$ cat config.mk
export PLATFORM = sky130hd
export DESIGN_NAME = mdio_cmd_master
export DESIGN_NICKNAME = d
export VERILOG_FILES = /design/src/rtl/mdio_cmd_pkg.sv /design/src/rtl/mdio_ctrl.sv /design/src/rtl/mdio_dpath.sv /design/src/rtl/mdio_cmd_master.sv
export SDC_FILE = /design/constraint.sdc
export NUM_CORES = 1
export LEC_CHECK = 0
export BUFFER_PORTS_ARGS = -buffer_cell sky130_fd_sc_hd__buf_4
export CAP_MARGIN = 40
export CORE_MARGIN = 2
export CORE_UTILIZATION = 52
export DETAILED_ROUTE_END_ITERATION = 12
export HOLD_SLACK_MARGIN = 0.12
export PLACE_DENSITY = 0.79
export SLEW_MARGIN = 10
export SYNTH_ARGS = -nofsm -noshare
export SYNTH_HDL_FRONTEND = slang
export SYNTH_SLANG_ARGS = --single-unit
$ cat constraint.sdc
create_clock -name clk -period 2 [get_ports clk]
set_input_delay 0.3 -clock clk [delete_from_list [all_inputs] [get_ports clk]]
set_output_delay 0.3 -clock clk [all_outputs]
set_load 0.01 [all_outputs]
$ cat src/rtl/mdio_cmd_pkg.sv
package mdio_cmd_pkg;

  // command word field positions (the PHY decodes these in frame order)
  localparam int GO_BIT    = 31;
  localparam int REG_LSB   = 25;
  localparam int PORT_LSB  = 20;
  localparam int OP_LSB    = 18;
  localparam int START_LSB = 16;

  // frame body after preamble: start2 op2 port5 reg5 ta2 data16
  localparam int FRAME_BODY = 32;
  localparam int TA_OFFSET  = 14;
  localparam int DATA_OFFSET = 16;
  localparam logic [1:0] TA_DRIVEN = 2'b10;

  typedef enum logic { ST_IDLE, ST_RUN } mdioState_t;

  typedef struct packed {
    logic loadCmd;   // host write accepted into the command word
    logic sampleIn;  // capture one reply bit (rising MDC)
    logic finish;    // last falling MDC edge of the frame
  } mdioStrobes_t;

endpackage

$ cat src/rtl/mdio_ctrl.sv
module mdio_ctrl
  import mdio_cmd_pkg::*;
#(
  parameter int CLK_DIV      = 4,
  parameter int PREAMBLE_LEN = 32,
  localparam int IDXW        = $clog2(PREAMBLE_LEN + FRAME_BODY)
) (
  input  logic            clk,
  input  logic            rstN,
  input  logic            hostWrEn,
  input  logic            hostGo,
  input  logic            isRead,
  output logic            busy,
  output logic            mdc,
  output logic [IDXW-1:0] bitIdx,
  output mdioStrobes_t    strobes
);

  localparam int HALF       = CLK_DIV / 2;
  localparam int HCW        = $clog2(HALF + 1);
  localparam int FRAME_BITS = PREAMBLE_LEN + FRAME_BODY;

  mdioState_t     state;
  logic [HCW-1:0] halfCnt;
  logic           tick;
  logic           lastBit;

  assign tick    = (halfCnt == HCW'(HALF - 1));
  assign lastBit = (bitIdx == IDXW'(FRAME_BITS - 1));
  assign busy    = (state == ST_RUN);

  always_comb begin
    strobes.loadCmd  = hostWrEn && (state == ST_IDLE);
    strobes.sampleIn = busy && tick && !mdc && isRead &&
                       (bitIdx >= IDXW'(PREAMBLE_LEN + DATA_OFFSET));
    strobes.finish   = busy && tick && mdc && lastBit;
  end

  always_ff @(posedge clk) begin
    if (!rstN) begin
      state   <= ST_IDLE;
      halfCnt <= '0;
      mdc     <= 1'b0;
      bitIdx  <= '0;
    end else begin
      case (state)
        ST_IDLE: begin
          halfCnt <= '0;
          mdc     <= 1'b0;
          if (strobes.loadCmd && hostGo) begin
            state  <= ST_RUN;
            bitIdx <= '0;
          end
        end
        default: begin
          if (tick) begin
            halfCnt <= '0;
            mdc     <= ~mdc;
            if (mdc) begin
              if (lastBit) state <= ST_IDLE;
              else bitIdx <= bitIdx + 1'b1;
            end
          end else begin
            halfCnt <= halfCnt + 1'b1;
          end
        end
      endcase
    end
  end

endmodule

$ cat src/rtl/mdio_dpath.sv
module mdio_dpath
  import mdio_cmd_pkg::*;
#(
  parameter int PREAMBLE_LEN = 32,
  localparam int IDXW        = $clog2(PREAMBLE_LEN + FRAME_BODY)
) (
  input  logic            clk,
  input  logic            rstN,
  input  mdioStrobes_t    strobes,
  input  logic            busy,
  input  logic [IDXW-1:0] bitIdx,
  input  logic [31:0]     hostWrData,
  output logic [30:0]     cmdView,
  output logic            isRead,
  output logic            mdioOut,
  output logic            mdioOe,
  input  logic            mdioIn
);

  logic [30:0]     cmdReg;
  logic [15:0]     capShift;
  logic            inFrame;
  logic [IDXW-1:0] diff;
  logic [4:0]      offset;
  logic [31:0]     frameWord;

  assign isRead  = cmdReg[OP_LSB + 1];
  assign cmdView = cmdReg;

  always_ff @(posedge clk) begin
    if (!rstN) begin
      cmdReg   <= '0;
      capShift <= '0;
    end else begin
      if (strobes.loadCmd) cmdReg <= hostWrData[30:0];
      if (strobes.sampleIn) capShift <= {capShift[14:0], mdioIn};
      if (strobes.finish && isRead) cmdReg[15:0] <= capShift;
    end
  end

  always_comb begin
    inFrame   = (bitIdx >= IDXW'(PREAMBLE_LEN));
    diff      = bitIdx - IDXW'(PREAMBLE_LEN);
    offset    = diff[4:0];
    frameWord = {cmdReg[START_LSB +: 2], cmdReg[OP_LSB +: 2],
                 cmdReg[PORT_LSB +: 5], cmdReg[REG_LSB +: 5],
                 TA_DRIVEN, cmdReg[15:0]};
    mdioOut   = inFrame ? frameWord[5'd31 - offset] : 1'b1;
    mdioOe    = busy && !(isRead && inFrame && (offset >= 5'(TA_OFFSET)));
  end

endmodule

$ cat src/rtl/mdio_cmd_master.sv
module mdio_cmd_master
  import mdio_cmd_pkg::*;
#(
  parameter int CLK_DIV      = 4,
  parameter int PREAMBLE_LEN = 32
) (
  input  logic        clk,
  input  logic        rstN,
  input  logic        hostWrEn,
  input  logic [31:0] hostWrData,
  output logic [31:0] hostRdData,
  output logic        mdc,
  output logic        mdioOut,
  output logic        mdioOe,
  input  logic        mdioIn
);

  localparam int IDXW = $clog2(PREAMBLE_LEN + FRAME_BODY);

  mdioStrobes_t    strobes;
  logic            busy;
  logic            isRead;
  logic [IDXW-1:0] bitIdx;
  logic [30:0]     cmdView;

  mdio_ctrl #(.CLK_DIV(CLK_DIV), .PREAMBLE_LEN(PREAMBLE_LEN)) uCtrl (
    .clk(clk), .rstN(rstN), .hostWrEn(hostWrEn),
    .hostGo(hostWrData[GO_BIT]), .isRead(isRead), .busy(busy),
    .mdc(mdc), .bitIdx(bitIdx), .strobes(strobes)
  );

  mdio_dpath #(.PREAMBLE_LEN(PREAMBLE_LEN)) uDpath (
    .clk(clk), .rstN(rstN), .strobes(strobes), .busy(busy),
    .bitIdx(bitIdx), .hostWrData(hostWrData), .cmdView(cmdView),
    .isRead(isRead), .mdioOut(mdioOut), .mdioOe(mdioOe), .mdioIn(mdioIn)
  );

  assign hostRdData = {busy, cmdView};

endmodule

## Yosys cells after proc, flatten, opt, wreduce, memory -nomap -nowiden

Index checks and enable logic that the tools add are counted.

- Bitwise logic cells: 3
- Mux-type cells: 15
- Shift operators: 0
- Reductions and logical operators: 19
- Divide/modulo/power cells: 0
- Add/subtract/negate cells: 4
- Equal/unequal tests: 5
- Multiply operators: 0
- Order comparisons: 4

Operators by type and width:

| cell | number |
|---|---|
| 2-to-1 mux 16 bit | 2 |
| 2-to-1 mux 6 bit | 5 |
| >= comparator 6 bit, second input constant | 2 |
| logical AND 1 bit | 12 |
| 2-to-1 mux 1 bit | 7 |
| adder 6 x 1 -> 6 bit, second input constant | 1 |
| == test 6 bit, second input constant | 1 |
| less-than comparator 5 x 6 -> 1 bit, second input constant | 1 |
| binary-select mux 1 bit (select 5 bit) | 1 |
| >= comparator 5 x 4 -> 1 bit, second input constant | 1 |
| subtractor 5 x 1 -> 5 bit, second input constant | 1 |
| subtractor 5 bit, first input constant | 1 |
| inequality test 2 bit, second input constant | 2 |
| AND reduction 4 bit | 1 |
| nonzero test 2 bit | 2 |
| NOT 1 bit | 3 |
| OR reduction 3 bit | 1 |
| adder 2 x 1 -> 2 bit, second input constant | 1 |
| == test 2 x 1 -> 1 bit, second input constant | 1 |
| zero test 1 bit | 2 |
| inequality test 2 x 1 -> 1 bit, second input constant | 1 |
| AND reduction 2 bit | 1 |

- Latch bits: 0
- ROM bits: 0
- Output and inout port bits: 35
- Bits in writable memories: 0
- Memories: 0
- Bits in registers: 57

## Logic depth before layout (Yosys ltp)

Gate-level depths: netlist (run 1).

- Depth in word-level cells: 6
- Gate-level depth with buffers: 8
- Mapped depth without buffers: 6

## Cells and area by module

A second synthesis (run 1) with hierarchy kept.

- Cell total of the unflattened synthesis: 274
- Area total of the unflattened synthesis: 2776.4 µm²

Modules (own cells, without submodules):

| module | cells each | sequential area each (µm²) | instances | area each (µm²) |
|---|---|---|---|---|
| mdio_dpath | 212 | 940.9 | 1 | 2250.9 |
| mdio_ctrl | 61 | 200.2 | 1 | 518.0 |
| mdio_cmd_master | 1 | 0.0 | 1 | 7.5 |

## Worst setup path after synthesis (run 1)

OpenSTA, ideal clock, no wires.

- Path kind: register to output
- Start: register uCtrl.bitIdx[2]
- End: output port mdioOut
- Arrival: 1.462 ns
- Required time: 1.700 ns
- Path buffers: 1
- Cell stages (with the launch flop): 6
- Path slack: 0.238 ns
- Cells stage by stage: dfxtp_1 > buf_4 > nand2b_1 > mux4_2 > a22o_1 > a31oi_1

- Cells in the longest elaborated chain, start to end: 5

RTL lines:

| element | line | source |
|---|---|---|
| start: declaration | mdio_ctrl.sv:15 | `output logic [IDXW-1:0] bitIdx,` |
| start signal: assignment | mdio_ctrl.sv:61 | `else bitIdx <= bitIdx + 1'b1;` |
| subtractor 5 x 1 -> 5 bit | mdio_dpath.sv:43 | `diff = bitIdx - IDXW'(PREAMBLE_LEN);` |
| subtractor 5 bit | mdio_dpath.sv:48 | `mdioOut = inFrame ? frameWord[5'd31 - offset] : 1'b1;` |
| binary-select mux 1 bit (select 5 bit) | mdio_dpath.sv:48 |  |
| 2-to-1 mux 1 bit (not written as such) | mdio_dpath.sv:48 |  |
| 2-to-1 mux 1 bit * | mdio_dpath.sv:48 |  |
| end: declaration | mdio_cmd_master.sv:13 | `output logic mdioOut,` |

Mark *: on every way between the ends. The rest lies on a longest branch, timed or not. The select of a mux whose other input is x is not followed.

## Worst setup path after layout (run 1)

Same ends and word-level chain as after synthesis.

==> results of run 1 <==
## synth_stat cells (all sizes together), types with 2 or more instances
cell,number
nand2,107
dfxtp,57
a21oi,33
nor2,22
a311oi,17
buf,15
clkbuf,15
mux2i,8
mux4,5
nand3,5
nor3,5
o2111ai,5
a2111o,4
inv,4
a31oi,2
and3,2
ha,2
nand2b,2
nand3b,2
o21a,2
## kinds of logic (layout without fill, tap and decap cells)
family / count (synthesis) / in the layout / synth area share, %
DFF: 57 / 57 / 41.9
buffers and inverters: 34 / 107 / 6.71
AOI/OAI and AO/OA: 66 / 66 / 20.4
and+or+nand+nor: 150 / 153 / 22.6
adders and majority gates: 2 / 2 / 0.919
muxes: 13 / 13 / 7.08
xor gates and xnor gates: 1 / 1 / 0.322
## final cells by class
cell class,count,area share [%]
Timing Repair Buffer,88,19.2
Tap cell,70,2.46
Inverter,4,0.423
Sequential cell,57,32.3
Clock inverter,2,0.352
Clock buffer,13,4.75
Multi-Input combinational cell,235,40.6
## flip-flops by register name (all words and copies together) (netlist names)
register,count
uCtrl.bitIdx,6
uDpath.cmdView,31
uCtrl.mdc,1
uCtrl.busy,1
uDpath.capShift,16
uCtrl.halfCnt,2
## layer usage
layer,vias up,share of wire [%],GRT usage (%)
li1,1267,-,-
met1,1276,43,31.0
met2,93,49,42.3
met3,19,5.7,8.18
met4,0,2.9,11.6
met5,-,0,0
## worst register-to-register path: stages (launching register included)
cell	delay [ps]
dfxtp_4	360
buf_12	130
buf_4	170
nand3_1	220
buf_4	190
o2111ai_1	100
buf_4	200
a2111o_1	420
nand2_1	90
## through the flow
step / power [mW] / cell area [um2] / hold slack (ps) / utilization (%)
after floorplan: 1.38 / 2720 / 404 / -
after global placement: 1.53 / 3300 / 415 / 65.1
after detailed placement: 1.54 / 3300 / 419 / 65.1
after CTS: 2.53 / 3510 / 192 / 69.2
after global routing: 2.60 / 3550 / 201 / 70.0
final: 2.51 / 3550 / 205 / 70.0
## path summary, 6_finish.rpt
path	start	endpoint	cells past startpoint
worst max register to register	uCtrl.bitIdx[2]	uCtrl.bitIdx[2]	8
worst min-delay path	hostWrData[27]	uDpath.cmdView[27]	3
worst min register to register	uCtrl.halfCnt[0]	uCtrl.halfCnt[0]	1
worst max-delay path	uCtrl.bitIdx[2]	mdioOut	6
## power groups by stage
stage,Combinational (mW),Sequential [mW],Clock (mW)
floorplan,0.137,1.24,0
global placement,0.294,1.24,0
detailed placement,0.301,1.24,0
CTS,0.303,1.21,1.01
global route,0.331,1.22,1.06
finish,0.303,1.21,0.997
## what timing repair did
action	CTS	global route
endpoints found under the setup margin	1	2
gates resized for setup	4	6
gates cloned	0	3
pin swaps	1	3
setup buffers	2	0
==> flow_summary.yaml, run 1 <==
synthesis:
  ys.warnings.count: 0
  synth_edf_count: 0
  yosysSeqAreaShare_pct: 41.9
  syn_area_per_cell_um2: 8.43
  ys_top_cells_by_area: "dfxtp_1 (42%), nand2_1 (15%), a311oi_2 (8.8%)"
  syn_area_mm2: 0.00272
  synth_ff_type: "dfxtp_1"
  synth_top_cell_area_share_pct: 41.9
  synthArstFlopShare_pct: 0
  synth_cells: 323
  ys_ff_latch: 57
  synth_area_leader_cell: "dfxtp_1"
  ys_types: 35
  synthesis.nets: 361
grt:
  grt_overflow: 0
  grt_util_all_layers_pct: 25.8
  grt_pass1_vias: 2480
  grt_start_max_net_pins: 33
  grt_pass1_wl_um: 11800
  antenna_found_initial: 0
finish:
  multi_input_area_mm2: 0.00144
  area_growth_pct: 30.6
  drive_above_1_share_pct: 33.6
  num-nets-final: 433
  final_cell_mix: "nand2_1 (106), buf_4 (85), dfxtp_1 (54), a21oi_1 (33), nor2_1 (22)"
  final_cells: 469
  fillCellCount: 410
  final_common_cell: "nand2_1"
  diodes: 0
  regArea_mm2: 0.00115
clock_network:
  clock_latency_ps: 340
  cts_htree_levels: 3
  cts.sinks: 57
  cts_tree: "yes"
  clock_path_buffers: 2
  clk_pin_slew_ps: 60
  root_buffer: "clkbuf_8"
  ctsHoldBuffers: 0
  cts_buffers: 9
placed_design:
  dp_slack_ps: 107
  gp_congestion: 0.824
  dp_hpwl_um: 4900
  dp_cells: 449
  io_buffers: 70
sta:
  relSlewSlack_pct: 62.5
  fin_ws_ps: -214
  hold_viol: 0
  final.setup.tns_ps: -214
  rsz0062_at_grt: "true"
  worst_pin_slew_ps: 562
  clock_skew_ps: 5.96
  setup_violations: 1
  finalCritPeriodShare_pct: 111
  fin_crit_ps: 2210
  drv_slew: 0
  max_freq_mhz: 452
drt:
  wl_per_cell_um: 16.3
  vias: 2655
  via_per_inst: 5.66
  firstDrtPassIters: 4
  drt-total-wl_um: 7630
  drc: 0
  ant_nets: 0
  drt_iter0_drc: 222
critical_path:
  path_max_fanout: 6
  max_stage_delay_ps: 450
  cp_top_family: "multiplexers"
  critical_path_class: "register to output port"
  cp.required_ps: 1700
  cp-start-kind: "register"
  slowest_stage: "mux4_2"
  end_kind: "output port"
  worstPathArrival_ps: 1910
  cp_cell_sequence: "buf_12 -> nand2b_4 -> mux4_2 -> a22o_1 -> a31oi_1 -> buf_4"
  r2r_slack_ps: 70
  crit_buf_inv: 2
floorplanning:
  initial_core_util_pct: 53.6
  fp-row-count: 26
  die_w_um: 76.3
  num_io_pins: 71
  core_mm2: 0.00507
  die_area_mm2: 0.00583
  fp.dieH_um: 76.3
status:
  failed_checks: "setup timing"
  status: "complete, but fails checks"
power:
  p_seq_share_pct: 48.3
  leakagePower_nw: 1.41
  power.density_mw_per_mm2: 708
  switching_share_pct: 25.5
  p_int_mw: 1.87
  peakVddDrop_mv: 0.583
  power_frac_clock_pct: 39.6
  comb_power_share_pct: 12.1
  switchingPower_uw: 641
job:
  maxCapViolations: 0
min_path:
  min_path_type: "input pin to register"
(Power assumes the default switching activity.)
==> inputs of run 2 (changes only) <==
CORE_UTILIZATION = 40   (was 52)
PLACE_DENSITY = not set   (was 0.79)
PLACE_DENSITY_LB_ADDON = 0.08   (was not set)
==> flow_summary.yaml, run 2 (synthesis results as in run 1) <==
sta:
  max_freq_mhz: 452
  relSlewSlack_pct: 61.1
  fin_crit_ps: 2210
  rsz0062_at_grt: "true"
  final.setup.tns_ps: -211
  fin_ws_ps: -211
  clock_skew_ps: 5.51
  setup_violations: 1
  drv_slew: 0
  hold_viol: 0
  finalCritPeriodShare_pct: 111
  worst_pin_slew_ps: 584
status:
  status: "complete, but fails checks"
  failed_checks: "setup timing"
finish:
  diodes: 0
  drive_above_1_share_pct: 34.7
  fin_area_mm2: 0.00360
  final_cell_mix: "nand2_1 (106), buf_4 (91), dfxtp_1 (55), a21oi_1 (33), nor2_1 (21)"
  fillCellCount: 660
  largest_register_ffs: 31
  num-nets-final: 437
  final_common_cell: "nand2_1"
  area_growth_pct: 32.1
clock_network:
  cts_htree_levels: 3
  cts_tree: "yes"
  ctsHoldBuffers: 0
  clk_pin_slew_ps: 60
  cts_buffers: 9
  clock_latency_ps: 340
  clock_path_buffers: 2
  root_buffer: "clkbuf_8"
  cts.sinks: 57
grt:
  antenna_found_initial: 0
  grt_overflow: 0
  grt_pass1_vias: 2321
  grt_pass1_wl_um: 11900
  grt_start_max_net_pins: 33
  grt_util_all_layers_pct: 20.6
placed_design:
  dpl-instance-area_mm2: 0.00334
  dp_hpwl_um: 4920
  io_buffers: 70
  dp_slack_ps: 18.9
  gp_congestion: 0.745
critical_path:
  crit_buf_inv: 2
  path_max_fanout: 5
  critical_path_class: "register to output port"
  cp_cell_sequence: "buf_6 -> nand2b_4 -> mux4_2 -> a22o_1 -> a31oi_1 -> buf_4"
  cp.required_ps: 1700
  reg2reg_depth: 7
  cp-start-kind: "register"
  end_kind: "output port"
  max_stage_delay_ps: 470
  worstPathArrival_ps: 1910
  r2r_slack_ps: 110
  cp_top_family: "multiplexers"
  rr_startpoint: "uCtrl.bitIdx[2]"
  slowest_stage: "mux4_2"
  r2r_end: "uDpath.cmdView[3]"
power:
  power.total_mw: 2.52
  switchingPower_uw: 636
  p_seq_share_pct: 48.1
  leakagePower_nw: 1.43
  power.density_mw_per_mm2: 700
  power_frac_clock_pct: 39.6
  comb_power_share_pct: 12.3
  switching_share_pct: 25.3
  p_int_mw: 1.88
  peakVddDrop_mv: 0.405
drt:
  firstDrtPassIters: 4
  wl_per_cell_um: 15.6
  ant_nets: 0
  vias: 2536
  drt-total-wl_um: 7540
  drc: 0
  drt_iter0_drc: 127
  via_per_inst: 5.25
min_path:
  min_to: "uDpath.cmdView[18]"
  hold_start: "hostWrData[18]"
  min_path_type: "input pin to register"
  hold_depth: 3
floorplanning:
  fp-row-count: 30
  die_area_mm2: 0.00748
  core_mm2: 0.00668
  die_w_um: 86.5
  initial_core_util_pct: 40.7
  num_io_pins: 71
  fp.dieH_um: 86.5
job:
  maxCapViolations: 0
run 2: how the worst max path moves through the flow:
stage                          from                 end  slack, ps  depth (start not counted)
floorplan           uCtrl.bitIdx[2]             mdioOut        240                          5
global placement    uCtrl.bitIdx[2]             mdioOut         80                          6
detailed placement  uCtrl.bitIdx[0]  uDpath.cmdView[12]         20                          5
CTS                 uCtrl.bitIdx[2]             mdioOut       -220                          6
global route        uCtrl.bitIdx[2]             mdioOut       -320                          6
finish              uCtrl.bitIdx[2]             mdioOut       -210                          6
run 2: power by group through the flow:
stage                     clock network (mW)  logic, mW  registers (mW)
after global placement                     0      0.309            1.23
after global routing                    1.07      0.340            1.22
final                                  0.995      0.310            1.21
after floorplan                            0      0.137            1.24
after detailed placement                   0      0.312            1.24
after CTS                               1.02      0.314            1.21
run 2: layout make-up:
type | instances | area, um2 | share of cell area [%]
Tap cell | 80 | 100 | 2.78
Clock buffer | 13 | 169 | 4.70
Multi-Input combinational cell | 234 | 1440 | 40.1
Inverter | 4 | 15.0 | 0.418
Clock inverter | 2 | 12.5 | 0.348
Timing Repair Buffer | 93 | 714 | 19.9
Sequential cell | 57 | 1140 | 31.8
run 2: tightest hold or removal path, cell delays in order:
cell and delay, ps:
buf_4 100, nand2_1 40, a21oi_1 50
run 2: what timing repair did:
item	CTS	global route
gates resized for setup	5	4
buffers inserted	4	0
endpoints found under the setup margin	1	4
gates cloned	0	2
pin swaps	0	2
run 2: per-stage QoR:
stage | hold WS (ps) | utilization [%] | std cells
after floorplan | 404 | - | 323
after global placement | 417 | 49.9 | 462
after detailed placement | 419 | 49.9 | 462
after CTS | 200 | 53.4 | 481
after global routing | 213 | 53.8 | 483
final | 210 | 53.8 | 483
run 2: metal layers:
layer	vias to the layer above	routed length, um	global-route usage [%]
met5	-	0	0
met4	0	106	8.10
li1	1275	-	-
met3	9	329	3.90
met2	56	3410	31.5
met1	1196	3700	28.6
==> inputs of run 3 (changes only) <==
clock period = 2.4 ns   (was 2 ns; I/O delays follow)
==> flow_summary.yaml, run 3 (synthesis results as in run 1) <==
finish:
  multi_input_area_mm2: 0.00140
  num-nets-final: 425
  largest_register_ffs: 31
  diodes: 0
  final_cell_mix: "nand2_1 (106), buf_4 (83), dfxtp_1 (56), a21oi_1 (33), nor2_1 (22)"
  area_growth_pct: 27.8
  regArea_mm2: 0.00114
  fillCellCount: 659
  drive_above_1_share_pct: 31.5
  final_common_cell: "nand2_1"
floorplanning:
  die_w_um: 86.5
  num_io_pins: 71
  core_mm2: 0.00668
  die_area_mm2: 0.00748
  initial_core_util_pct: 40.7
  fp-row-count: 30
  fp.dieH_um: 86.5
critical_path:
  critical_path_class: "register to output port"
  crit_cells: 5
  path_max_fanout: 6
  cp-start-kind: "register"
  crit_end: "mdioOut"
  r2r_end: "uDpath.cmdView[9]"
  rr_startpoint: "uCtrl.halfCnt[0]"
  cp.required_ps: 2040
  worstPathArrival_ps: 1880
  max_stage_delay_ps: 550
  cp_top_family: "multiplexers"
  slowest_stage: "mux4_2"
  r2r_slack_ps: 420
  reg2reg_depth: 5
  cp_cell_sequence: "mux4_2 -> nand2_1 -> a2bb2oi_1 -> a31oi_1 -> buf_4"
  crit_start: "uCtrl.bitIdx[0]"
  crit_buf_inv: 1
  end_kind: "output port"
sta:
  max_freq_mhz: 447
  rsz0062_at_grt: "false"
  finalCritPeriodShare_pct: 93.2
  drv_slew: 0
  fin_ws_ps: 162
  worst_pin_slew_ps: 567
  clock_skew_ps: 6.53
  hold_viol: 0
  fin_crit_ps: 2240
  setup_violations: 0
  final.setup.tns_ps: 0
  relSlewSlack_pct: 62.2
grt:
  grt_pass1_wl_um: 11500
  antenna_found_initial: 0
  grt_overflow: 0
  grt_util_all_layers_pct: 19.7
  grt_pass1_vias: 2315
  grt_start_max_net_pins: 33
min_path:
  min_path_type: "input pin to register"
power:
  peakVddDrop_mv: 0.305
  comb_power_share_pct: 11.5
  power.density_mw_per_mm2: 617
  leakagePower_nw: 1.38
  switching_share_pct: 23.9
  p_int_mw: 1.63
  power_frac_clock_pct: 41.5
  switchingPower_uw: 513
  p_seq_share_pct: 47.0
job:
  maxCapViolations: 0
clock_network:
  post_cts_resize_count: 1
  cts.sinks: 57
  root_buffer: "clkbuf_8"
  clk_pin_slew_ps: 60
  cts_tree: "yes"
  postCtsSetupBuffers: 0
  cts_htree_levels: 3
  ctsHoldBuffers: 0
  cts_buffers: 9
  clock_path_buffers: 2
  clock_latency_ps: 330
drt:
  drt_iter0_drc: 112
  ant_nets: 0
  via_per_inst: 5.22
  firstDrtPassIters: 5
  vias: 2460
  drt-total-wl_um: 6880
  drc: 0
  wl_per_cell_um: 14.6
placed_design:
  dp_hpwl_um: 4720
  io_buffers: 70
  dp_slack_ps: 231
  gp_congestion: 0.790
status:
  status: "finished clean"
run 3: cell types whose count changed in the layout (fill, tap and decap cells not counted), sizes merged:
cell,previous run,this run
buf,93,83
bufinv,0,1
clkbuf,13,12
clkinv,2,3
clkinvlp,1,0
or4,3,1
run 3: worst min path at each step:
stage,startpoint,to,cells past startpoint
2_1_floorplan,uCtrl.halfCnt[0],uCtrl.halfCnt[0],1
3_3_place_gp,uCtrl.halfCnt[0],uCtrl.halfCnt[0],1
3_5_place_dp,uCtrl.halfCnt[0],uCtrl.halfCnt[0],1
4_1_cts,hostWrData[29],uDpath.cmdView[29],3
5_1_grt,hostWrData[22],uDpath.cmdView[22],3
6_report,hostWrData[29],uDpath.cmdView[29],3
run 3: layer usage:
layer  GRT usage [%]  vias to the layer above  part of all wire [%]
li1                -                     1246                     -
met3            6.10                        4                   4.7
met5               0                        -                     0
met4            5.68                        0                  0.58
met1            26.1                     1158                    47
met2            31.0                       52                    48
run 3: worst reg2reg max path, stage by stage, from the launching register on:
cell	delay, ps
dfxtp_1	340
ha_1	300
nand3_1	170
or4_4	740
nor2_1	230
a311oi_2	70
run 3: stage by stage:
step / power (mW) / instance area (um2) / util, % / std cells / hold slack (ps)
2_1_floorplan: 1.15 / 2720 / - / 323 / 404
3_3_place_gp: 1.28 / 3280 / 49.1 / 456 / 416
3_5_place_dp: 1.28 / 3280 / 49.1 / 456 / 426
4_1_cts: 2.18 / 3480 / 52.0 / 471 / 260
5_1_grt: 2.25 / 3480 / 52.1 / 471 / 264
6_report: 2.15 / 3480 / 52.1 / 471 / 278
run 3: power by group through the flow:
stage	clock network [mW]	registers (mW)	logic [mW]
after floorplan	0	1.04	0.115
after global placement	0	1.03	0.247
after detailed placement	0	1.03	0.250
after CTS	0.917	1.01	0.251
after global routing	0.964	1.01	0.270
final	0.890	1.01	0.247
run 3: cell type report:
cell class                      count  share of cell area (%)
Clock buffer                       12                    4.46
Clock inverter                      3                    1.15
Inverter                            4                   0.432
Multi-Input combinational cell    232                    40.3
Sequential cell                    57                    32.9
Tap cell                           80                    2.88
Timing Repair Buffer               83                    17.9
